--- src/rtl/lqt_pkg.sv ---
package lqt_pkg;

    typedef enum logic [1:0] {
        ST_IDLE = 2'd0,
        ST_WAIT = 2'd1,
        ST_SEND = 2'd2,
        ST_HOLD = 2'd3
    } lqt_state_e;

endpackage

--- src/rtl/lqt_sync.sv ---
module lqt_sync #(
    parameter int STAGES = 2
) (
    input  logic clk,
    input  logic rst_n,
    input  logic async_i,
    output logic sync_o
);

    typedef struct packed {
        logic [STAGES-1:0] pipe;
    } sync_t;

    sync_t d, q;

    always_comb begin
        d = q;
        d.pipe = {q.pipe[STAGES-2:0], async_i};
    end

    always_ff @(posedge clk) begin
        if (!rst_n) begin
            q <= '0;
        end else begin
            q <= d;
        end
    end

    assign sync_o = q.pipe[STAGES-1];

endmodule

--- src/rtl/lqt_grant_det.sv ---
module lqt_grant_det (
    input  logic clk,
    input  logic rst_n,
    input  logic arm_i,
    input  logic clear_i,
    input  logic rdy_s_i,
    output logic grant_o
);

    typedef struct packed {
        logic low;
        logic grant;
    } gdet_t;

    gdet_t d, q;
    logic  grant_now;

    always_comb begin
        grant_now = q.grant | (arm_i & q.low & rdy_s_i);
        d = q;
        if (clear_i) begin
            d.low   = 1'b0;
            d.grant = 1'b0;
        end else begin
            if (arm_i && !rdy_s_i) begin
                d.low = 1'b1;
            end
            d.grant = grant_now;
        end
    end

    always_ff @(posedge clk) begin
        if (!rst_n) begin
            q <= '0;
        end else begin
            q <= d;
        end
    end

    assign grant_o = grant_now;

    // A grant may only appear after a low level was recorded on ready
    assert_grant_after_low_R6: assert property (@(posedge clk) disable iff (!rst_n)
        $rose(q.grant) |-> $past(q.low));

endmodule

--- src/rtl/lqt_byte_sel.sv ---
module lqt_byte_sel #(
    parameter int BYTE_W = 8,
    parameter int NBYTES = 16,
    localparam int IDX_W = $clog2(NBYTES)
) (
    input  logic [BYTE_W*NBYTES-1:0] frame_i,
    input  logic [IDX_W-1:0]         sel_i,
    output logic [BYTE_W-1:0]        byte_o
);

    logic [BYTE_W-1:0] lanes [NBYTES];

    for (genvar g = 0; g < NBYTES; g++) begin : g_lane
        assign lanes[g] = frame_i[g*BYTE_W +: BYTE_W];
    end

    assign byte_o = lanes[sel_i];

endmodule

--- src/rtl/lqt_link_tx.sv ---
module lqt_link_tx
    import lqt_pkg::*;
#(
    parameter int BYTE_W      = 8,
    parameter int NBYTES      = 16,
    parameter int WAIT_W      = 4,
    parameter int MIN_WAIT    = 6,
    parameter int SYNC_STAGES = 2,
    localparam int FRAME_W    = BYTE_W * NBYTES,
    localparam int IDX_W      = $clog2(NBYTES)
) (
    input  logic               clk,
    input  logic               rst_n,
    input  logic [FRAME_W-1:0] qw_data,
    input  logic               qw_valid,
    output logic               qw_ready,
    input  logic               rx_ready,
    input  logic [WAIT_W-1:0]  wait_sel,
    output logic [BYTE_W-1:0]  tx_byte,
    output logic               tx_clk
);

    localparam logic [IDX_W-1:0]  LAST_IDX = IDX_W'(NBYTES - 1);
    localparam logic [WAIT_W-1:0] MIN_W    = WAIT_W'(MIN_WAIT);

    typedef struct packed {
        lqt_state_e          state;
        logic [WAIT_W-1:0]   cnt;
        logic [IDX_W-1:0]    idx;
        logic [FRAME_W-1:0]  frame;
        logic [BYTE_W-1:0]   data;
        logic                lclk;
    } tx_t;

    tx_t d, q;

    logic              rdy_s;
    logic              grant_now;
    logic              take;
    logic [WAIT_W-1:0] eff_wait;
    logic [IDX_W-1:0]  nxt_idx;
    logic [BYTE_W-1:0] nxt_byte;

    lqt_sync #(.STAGES(SYNC_STAGES)) u_sync (
        .clk     (clk),
        .rst_n   (rst_n),
        .async_i (rx_ready),
        .sync_o  (rdy_s)
    );

    lqt_grant_det u_grant (
        .clk     (clk),
        .rst_n   (rst_n),
        .arm_i   (q.state == ST_SEND),
        .clear_i (take),
        .rdy_s_i (rdy_s),
        .grant_o (grant_now)
    );

    assign nxt_idx = q.idx + 1'b1;

    lqt_byte_sel #(.BYTE_W(BYTE_W), .NBYTES(NBYTES)) u_sel (
        .frame_i (q.frame),
        .sel_i   (nxt_idx),
        .byte_o  (nxt_byte)
    );

    assign eff_wait = (wait_sel < MIN_W) ? MIN_W : wait_sel;

    always_comb begin
        d    = q;
        take = 1'b0;
        case (q.state)
            ST_IDLE: begin
                if (rdy_s) begin
                    d.state = ST_WAIT;
                    d.cnt   = '0;
                end
            end
            ST_WAIT: begin
                if (!rdy_s) begin
                    d.state = ST_IDLE;
                end else if (q.cnt >= eff_wait) begin
                    take = qw_valid;
                end else begin
                    d.cnt = q.cnt + 1'b1;
                end
            end
            ST_SEND: begin
                if (q.idx != LAST_IDX) begin
                    d.idx  = nxt_idx;
                    d.data = nxt_byte;
                    d.lclk = ~q.lclk;
                end else if (grant_now) begin
                    if (qw_valid) begin
                        take = 1'b1;
                    end else begin
                        d.state = ST_HOLD;
                        d.data  = '0;
                        d.lclk  = 1'b0;
                    end
                end else begin
                    d.state = ST_IDLE;
                    d.data  = '0;
                    d.lclk  = 1'b0;
                end
            end
            ST_HOLD: begin
                take = qw_valid;
            end
            default: begin
                d.state = ST_IDLE;
            end
        endcase
        if (take) begin
            d.state = ST_SEND;
            d.idx   = '0;
            d.frame = qw_data;
            d.data  = qw_data[BYTE_W-1:0];
            d.lclk  = 1'b1;
        end
    end

    always_ff @(posedge clk) begin
        if (!rst_n) begin
            q <= '{state: ST_IDLE, default: '0};
        end else begin
            q <= d;
        end
    end

    assign qw_ready = take;
    assign tx_byte  = q.data;
    assign tx_clk   = q.lclk;

    // Link parked outside a transfer
    assert_parked_link_R3: assert property (@(posedge clk) disable iff (!rst_n)
        (q.state != ST_SEND) |-> (!tx_clk && tx_byte == '0));

    // Every transmit cycle moves the link clock
    assert_clock_toggles_R2: assert property (@(posedge clk) disable iff (!rst_n)
        (q.state == ST_SEND && $past(q.state) == ST_SEND) |-> (tx_clk != $past(tx_clk)));

    // A frame leaves the wait only after the minimum count
    assert_min_wait_R5: assert property (@(posedge clk) disable iff (!rst_n)
        (qw_ready && q.state == ST_WAIT) |-> (q.cnt >= MIN_W));

    // Upstream handshake only at a frame boundary
    assert_accept_boundary_R8: assert property (@(posedge clk) disable iff (!rst_n)
        qw_ready |-> (q.state != ST_SEND || q.idx == LAST_IDX));

    // Captured frame stays put while its bytes go out
    assert_frame_stable_R8: assert property (@(posedge clk) disable iff (!rst_n)
        (q.state == ST_SEND && q.idx != LAST_IDX) |=> $stable(q.frame));

    // Ready lost during the wait drops back to idle
    assert_wait_abort_R9: assert property (@(posedge clk) disable iff (!rst_n)
        (q.state == ST_WAIT && !rdy_s) |=> (q.state == ST_IDLE));

endmodule

--- config.mk ---
export PLATFORM = sky130hd
export DESIGN_NAME = lqt_link_tx
export DESIGN_NICKNAME = d
export VERILOG_FILES = /design/src/rtl/lqt_pkg.sv /design/src/rtl/lqt_sync.sv /design/src/rtl/lqt_grant_det.sv /design/src/rtl/lqt_byte_sel.sv /design/src/rtl/lqt_link_tx.sv
export SDC_FILE = /design/constraint.sdc
export NUM_CORES = 1
export LEC_CHECK = 0
export ABC_CLOCK_PERIOD_IN_PS = 3400
export CORE_ASPECT_RATIO = 0.6
export CORE_MARGIN = 5
export CORE_UTILIZATION = 65
export DETAILED_ROUTE_END_ITERATION = 12
export DONT_BUFFER_PORTS = 1
export PLACE_DENSITY_LB_ADDON = 0.12
export SYNTH_ARGS = -nofsm -noshare
export SYNTH_HDL_FRONTEND = slang
export SYNTH_SLANG_ARGS = --single-unit
--- constraint.sdc ---
create_clock -name clk -period 3.4 [get_ports clk]
set_input_delay 0.34 -clock clk [delete_from_list [all_inputs] [get_ports clk]]
set_output_delay 0.34 -clock clk [all_outputs]
set_load 0.01 [all_outputs]
==> results of run 1 <==
-- placed cells by master, fill, tap and decap left out, drive strengths merged, types with 3 or more instances in the layout --
cell      synthesis  final
mux4             32     32
clkbuf           22     18
buf              44      5
and2              5      5
nor2             18     18
inv              37     44
nor3             10     10
nand3             5      5
nand2           264    264
nor2b             9      9
a21oi            17     17
a21boi          129    129
o22ai            16     16
nand2b            4      4
o21a              3      3
a22oi             3      3
clkinvlp          0      4
dfxtp           151    151
o21ai            19     19
ha                6      6
-- registers in the layout (all words and copies together) (netlist names) --
register / count
tx_clk: 1
u_grant.q: 2
tx_byte: 8
u_sync.q: 2
q: 138
-- layer usage --
layer  part of all wire  wire (µm)  track usage
met1               0.44       7410        0.358
met2               0.45       7610        0.391
met3              0.095       1590       0.0926
met4              0.013        218       0.0660
met5                  0          0            0
-- through the flow --
stage               total power, W  instances  utilization
floorplan                  0.00208        815            -
global placement           0.00209        893        0.659
detailed placement         0.00210        893        0.659
CTS                        0.00399        925        0.716
global route               0.00409        925        0.716
finish                     0.00396        925        0.716
-- where the power goes --
group | internal, W | leakage (nW) | switching [W]
logic | 0.000109 | 0.954 | 0.000114
registers | 0.00180 | 1.22 | 0.0000332
clock network | 0.00112 | 0.283 | 0.000788
total | 0.00303 | 2.46 | 0.000935
-- final cells by class --
class / count / share of cell area
Clock buffer: 18 / 0.0579
Clock inverter: 14 / 0.0214
Multi-Input combinational cell: 561 / 0.471
Inverter: 37 / 0.0186
Timing Repair Buffer: 5 / 0.00990
Sequential cell: 151 / 0.399
Tap cell: 139 / 0.0229
-- final timing paths --
check,startpoint,end,slack [ns],depth (start not counted)
setup / recovery,q[141],qw_ready,0.37,8
hold / removal,qw_data[89],q[98],0.05,2
hold reg to reg,u_sync.q[0],u_sync.q[1],0.44,1
setup reg to reg,q[141],q[145],0.42,9
-- worst max-delay path, stage by stage (launching register included) --
cell and delay [ns]:
sky130_fd_sc_hd__dfxtp_1 0.38, sky130_fd_sc_hd__inv_1 0.09, sky130_fd_sc_hd__ha_1 0.29, sky130_fd_sc_hd__nand2b_4 0.15, sky130_fd_sc_hd__a2111oi_4 0.40, sky130_fd_sc_hd__nor2_2 0.15
sky130_fd_sc_hd__a41oi_4 0.31, sky130_fd_sc_hd__inv_4 0.23, sky130_fd_sc_hd__buf_12 0.26
-- logic make-up after synthesis --
family	share of synthesized area
AOI/OAI and AO/OA	0.204
xor gates and xnor gates	0.00248
adders and majority gates	0.0106
buffers and inverters	0.0702
DFF	0.427
muxes	0.105
and+or+nand+nor	0.181
==> impl_results.md, run 1 <==
- Vias per cell: 5.94
- Number of endpoints with negative hold slack in the final report: 0
- Worst min-delay path class: in -> reg
- Count of cell types in the netlist: 43
- TritonCTS clock tree: built
- Time the worst path needs with I/O delays and setup: 3.03 ns
- Arrival @ worst endpoint: 2.69 ns
- Maximum buffer depth of the clock tree: 2
- CTS buffer count: 17
- Synth-to-layout area growth: 7.21%
- Die Outline Area: 13100 µm²
- # port buffers: 0
- Post-CTS Hold Fix Bufs: 0
- Post-Synthesis Cell Area: 7080 µm²
- Max-cap violations: 0
- Die width: 145 µm
- Antenna violation net count after detailed routing: 0
- Drt initial violations: 495
- Main area contributors after synthesis: sky130_fd_sc_hd__dfxtp_1 (43%), sky130_fd_sc_hd__nand2_1 (14%), sky130_fd_sc_hd__a21boi_1 (13%), sky130_fd_sc_hd__mux4_2 (10%), sky130_fd_sc_hd__buf_4 (2.3%)
- Synthesis warning total: 0
- Count of antenna diodes in the layout: 0
- Peak VDD IR: 0.000364 V
- Register bit count reported by yosys: 151
- Leading area contributor after synthesis: sky130_fd_sc_hd__dfxtp_1
- Total number of vias: 5496
- Row count: 29
- Critical path class: reg -> out
- Hold Worst Slack: 0.0534 ns
- Number of instances in the synthesized netlist: 815
- Number of enable-type register cells in the synthesized netlist: 0
- Crit. End Element: output pin
- Total routed wirelength: 16800 µm
- Clock sink count: 151
- Most common flop cell mapped by yosys: sky130_fd_sc_hd__dfxtp_1
- Post-synth ARST share: 0
- Ratio of cells with drive above 1 in the final layout: 0.102
- Final weighted congestion in routability-driven placement: 0.819
- Share of the cycle needed by the critical path after routing: 0.892
- Power density over the cells: 522 nW/µm²
- Most numerous cell types in the synthesized netlist: sky130_fd_sc_hd__nand2_1 (263), sky130_fd_sc_hd__dfxtp_1 (151), sky130_fd_sc_hd__a21boi_1 (120)
- CTS Root Cell: sky130_fd_sc_hd__clkbuf_16
- HPWL after DPL: 11600 µm
- Rel. slew slack: 0.405
- Vias in the first global route: 5305
- Mean instance size in the synthesized netlist: 8.68 µm²
- Clock Latency Late Sink: 0.42 ns
- Slew at the pin closest to its max-slew limit: 0.892 ns
- Top-count cell post-synth: sky130_fd_sc_hd__nand2_1
- Initial core utilization: 0.668
- Chip height: 90.8 µm
- Startpoint type of the worst setup path: flip-flop
- LEAKAGE: 2.46 nW
- Multi-input gate area: 3570 µm²
- Clock-pin slew on the worst setup and hold paths: 0.07 ns
- Synth top area share: 0.427
- Antenna violations before repair: 0
- Data required time of the critical path: 3.06 ns
- Maximum fanout count along the critical path: 53
- H-tree depth reported by CTS: 4
- Setup tns final: 0 ns
- Post-CTS sizing: 0
- Global router's overall resource usage: 0.260
- Buffers inserted by post-CTS timing repair: 0
- Number of setup violations in the final report: 0
- RSZ-0062 raised after global routing: no
- Count of nets after finishing: 915
- # IOs: 146
- Result of the run: finished clean
- Routed len/inst: 18.2 µm
- First-pass GRT wire length: 27000 µm
- Number of pins exceeding their max-slew limit in the final report: 0
- Design Area, Final: 7590 µm²
- Total overflow reported by the global router: 0
- Number of filler instances in the final layout: 815
- Placeable core region: 10600 µm²
- First-pass DRT Iterations: 5
- Post-synthesis net count: 957
- Sequential element share of the synthesized area: 0.427
- Pin count of the biggest net entering global routing: 140
- Max Clock Freq: 330 MHz
- Dpl ws: 0.509 ns
- Cell Area, Placed: 6980 µm²
- Post-route DRC: 0
- Worst Clk Skew: 0.0114 ns
- Final setup slack of the worst path: 0.367 ns
- Register Area: 3020 µm²
Note: power is estimated with default switching activity, not from simulation.
==> run 2, diff against run 1 <==
- CORE_MARGIN: 5 -> 2
==> impl_results.md, run 2 (synthesis results as in run 1) <==
- Antenna violations before repair: 0 (unchanged)
- Drt initial violations: 457 (-7.7%)
- Buffers inserted by post-CTS timing repair: 0 (unchanged)
- Routed met1 length: 7490 µm (+0.98%)
- Cell Area, Placed: 6980 µm² (unchanged)
- HPWL after DPL: 11400 µm (-2.0%)
- # port buffers: 0 (unchanged)
- Arrival @ worst endpoint: 2.88 ns (+0.19 ns)
- Worst min-delay path class: in -> reg
- RSZ-0062 raised after global routing: no
- Worst setup startpoint: q[141]
- Final weighted congestion in routability-driven placement: 0.871 (+6.3%)
- Routed length on met3: 1590 µm (-0.31%)
- Share of the cycle needed by the critical path after routing: 0.947 (+0.0548)
- Hold path startpoint: qw_data[116]
- Post-CTS sizing: 0 (unchanged)
- Critical path class: reg -> out
- Flip-flop count of the largest register after layout: 138 (unchanged)
- Switching power as a share of total power: 0.235 (-0.00136)
- First-pass GRT wire length: 27300 µm (+1.3%)
- Clock-pin slew on the worst setup and hold paths: 0.06 ns (about the same)
- Count of nets after finishing: 915 (unchanged)
- Post-route DRC: 0 (unchanged)
- Placed Cells incl. Taps: 893 (unchanged)
- Initial core utilization: 0.668 (unchanged)
- Startpoint of the lowest-slack register-to-register path: q[141]
- Synth-to-layout area growth: 6.84%
- Number of pins exceeding their max-slew limit in the final report: 0 (unchanged)
- Die width: 139 µm (-4.1%)
- Number of endpoints with negative hold slack in the final report: 0 (unchanged)
- Data required time of the critical path: 3.06 ns (about the same)
- Time the worst path needs with I/O delays and setup: 3.22 ns (+0.186 ns)
- Slew at the pin closest to its max-slew limit: 0.705 ns (-0.187 ns)
- Most used cells in the layout excluding fill and tap cells: sky130_fd_sc_hd__nand2_1 (263), sky130_fd_sc_hd__dfxtp_1 (150), sky130_fd_sc_hd__a21boi_1 (120), sky130_fd_sc_hd__inv_1 (36), sky130_fd_sc_hd__mux4_2 (32)
- Sw Pwr: 0.000907 W (-3.0%)
- Pin count of the biggest net entering global routing: 140 (unchanged)
- LEAKAGE: 2.44 nW (-0.43%)
- Power density over the cells: 512 nW/µm² (-2.1%)
- Crit. End Element: output pin
- Global router's overall resource usage: 0.294 (+0.0338)
- Proportion of power drawn by combinational gates: 0.059 (+0.003)
- Endpoint of the worst-slack reg-to-reg timing path: q[139]
- Total length of routed met2 wires: 7350 µm (-3.4%)
- Clock Latency Late Sink: 0.42 ns (about the same)
- Part of the total power dissipated in sequential elements: 0.473 (+0.011)
- FF-to-FF path depth: 9 (unchanged)
- Setup tns final: 0 ns (unchanged)
- Result of the run: finished clean
- Number of setup violations in the final report: 0 (unchanged)
- Chip height: 84.8 µm (-6.6%)
- Worst Clk Skew: 0.0118 ns (+0.000424 ns)
- Count of antenna diodes in the layout: 0 (unchanged)
- Total number of vias: 5552 (+1.0%)
- Vias per cell: 6.00 (+1.0%)
- Clock sink count: 151 (unchanged)
- Non-filler cells, final: 925 (unchanged)
- Max-cap violations: 0 (unchanged)
- Internal power component: 0.00296 W (-2.2%)
- Most frequent standard cell in the layout excluding fill and tap cells: sky130_fd_sc_hd__nand2_1
- Total overflow reported by the global router: 0 (unchanged)
- End point of the worst hold path: q[125]
- Maximum fanout count along the critical path: 74 (+40%)
- TritonCTS clock tree: built
- Die Outline Area: 11800 µm² (-10%)
- # IOs: 146 (unchanged)
- Peak VDD IR: 0.000349 V (-4.3%)
- Vias in the first global route: 5455 (+2.8%)
- First-pass DRT Iterations: 5 (unchanged)
- Max Clock Freq: 311 MHz (-5.8%)
- Uppermost layer routed: met4
- Ratio of cells with drive above 1 in the final layout: 0.102 (unchanged)
- Hold Path Cell Cnt: 2 (unchanged)
- Maximum buffer depth of the clock tree: 2 (unchanged)
- H-tree depth reported by CTS: 4 (unchanged)
- Rel. slew slack: 0.530 (+0.125)
- R2R Setup Slk: 0.53 ns (+0.11 ns)
- Startpoint type of the worst setup path: flip-flop
- CTS buffer count: 17 (unchanged)
- Antenna violation net count after detailed routing: 0 (unchanged)
- Clock power frac: 0.468 (-0.014)
- Number of filler instances in the final layout: 773 (-5.2%)
- Placeable core region: 10600 µm² (unchanged)
- Register with the most flip-flops: q
- CTS Root Cell: sky130_fd_sc_hd__clkbuf_16
- Total routed wirelength: 16700 µm (-0.67%)
- Routed len/inst: 18.1 µm (-0.67%)
- Design Area, Final: 7560 µm² (-0.35%)
- Post-CTS Hold Fix Bufs: 0 (unchanged)
- Row count: 29 (unchanged)
==> run 2: cell types whose count changed in the layout (fill, tap and decap cells not counted), sizes merged <==
cell and delta:
inv -4, clkbuf +1, bufinv -1, clkinv +4
==> run 2: area by class of cell <==
type	count	area [µm²]	area share
repair buffers	5	75.1	0.00993
inverters	37	141	0.0187
clock inverters	13	123	0.0162
well taps	139	174	0.0230
multi-input cells	561	3570	0.472
flip-flops and latches	151	3020	0.400
clock buffers	19	453	0.0599
==> run 2: critical path, cell delays in order, from the launching register on <==
cell	delay, ns
sky130_fd_sc_hd__dfxtp_1	0.38
sky130_fd_sc_hd__inv_1	0.09
sky130_fd_sc_hd__ha_1	0.29
sky130_fd_sc_hd__nand2b_4	0.15
sky130_fd_sc_hd__a2111oi_4	0.41
sky130_fd_sc_hd__nor2_2	0.16
sky130_fd_sc_hd__a41oi_4	0.31
sky130_fd_sc_hd__inv_4	0.28
sky130_fd_sc_hd__buf_12	0.30
==> run 2: how the worst max path moves through the flow <==
| stage | to | slack, ns | cells past startpoint |
|---|---|---|---|
| final | qw_ready | 0.18 | 8 |
| after global placement | q[139] | 0.63 | 10 |
| after global routing | qw_ready | 0.02 | 8 |
| after floorplan | tx_clk | 1.08 | 10 |
| after CTS | qw_ready | 0.22 | 8 |
| after detailed placement | q[139] | 0.49 | 10 |
==> run 2: per-stage QoR <==
step                worst slack, ns  utilization  power [W]  hold slack [ns]
finish                        0.181        0.714    0.00387           0.0511
global route                 0.0156        0.714    0.00399           0.0430
CTS                           0.225        0.714    0.00389           0.0408
detailed placement            0.490        0.659    0.00210            0.427
global placement              0.628        0.659    0.00209            0.427
floorplan                      1.08            -    0.00208            0.412
==> run 2: power by group through the flow <==
stage / clock, W / combinational [W] / sequential [W]
CTS: 0.00183 / 0.000230 / 0.00183
detailed placement: 0 / 0.000228 / 0.00187
global route: 0.00191 / 0.000248 / 0.00183
global placement: 0 / 0.000223 / 0.00187
finish: 0.00181 / 0.000227 / 0.00183
floorplan: 0 / 0.000228 / 0.00185
==> run 2: routing by layer <==
metal,GRT usage,vias up
met5,0,-
li1,-,2662
met3,0.102,28
met1,0.401,2648
met2,0.446,214
met4,0.0955,0
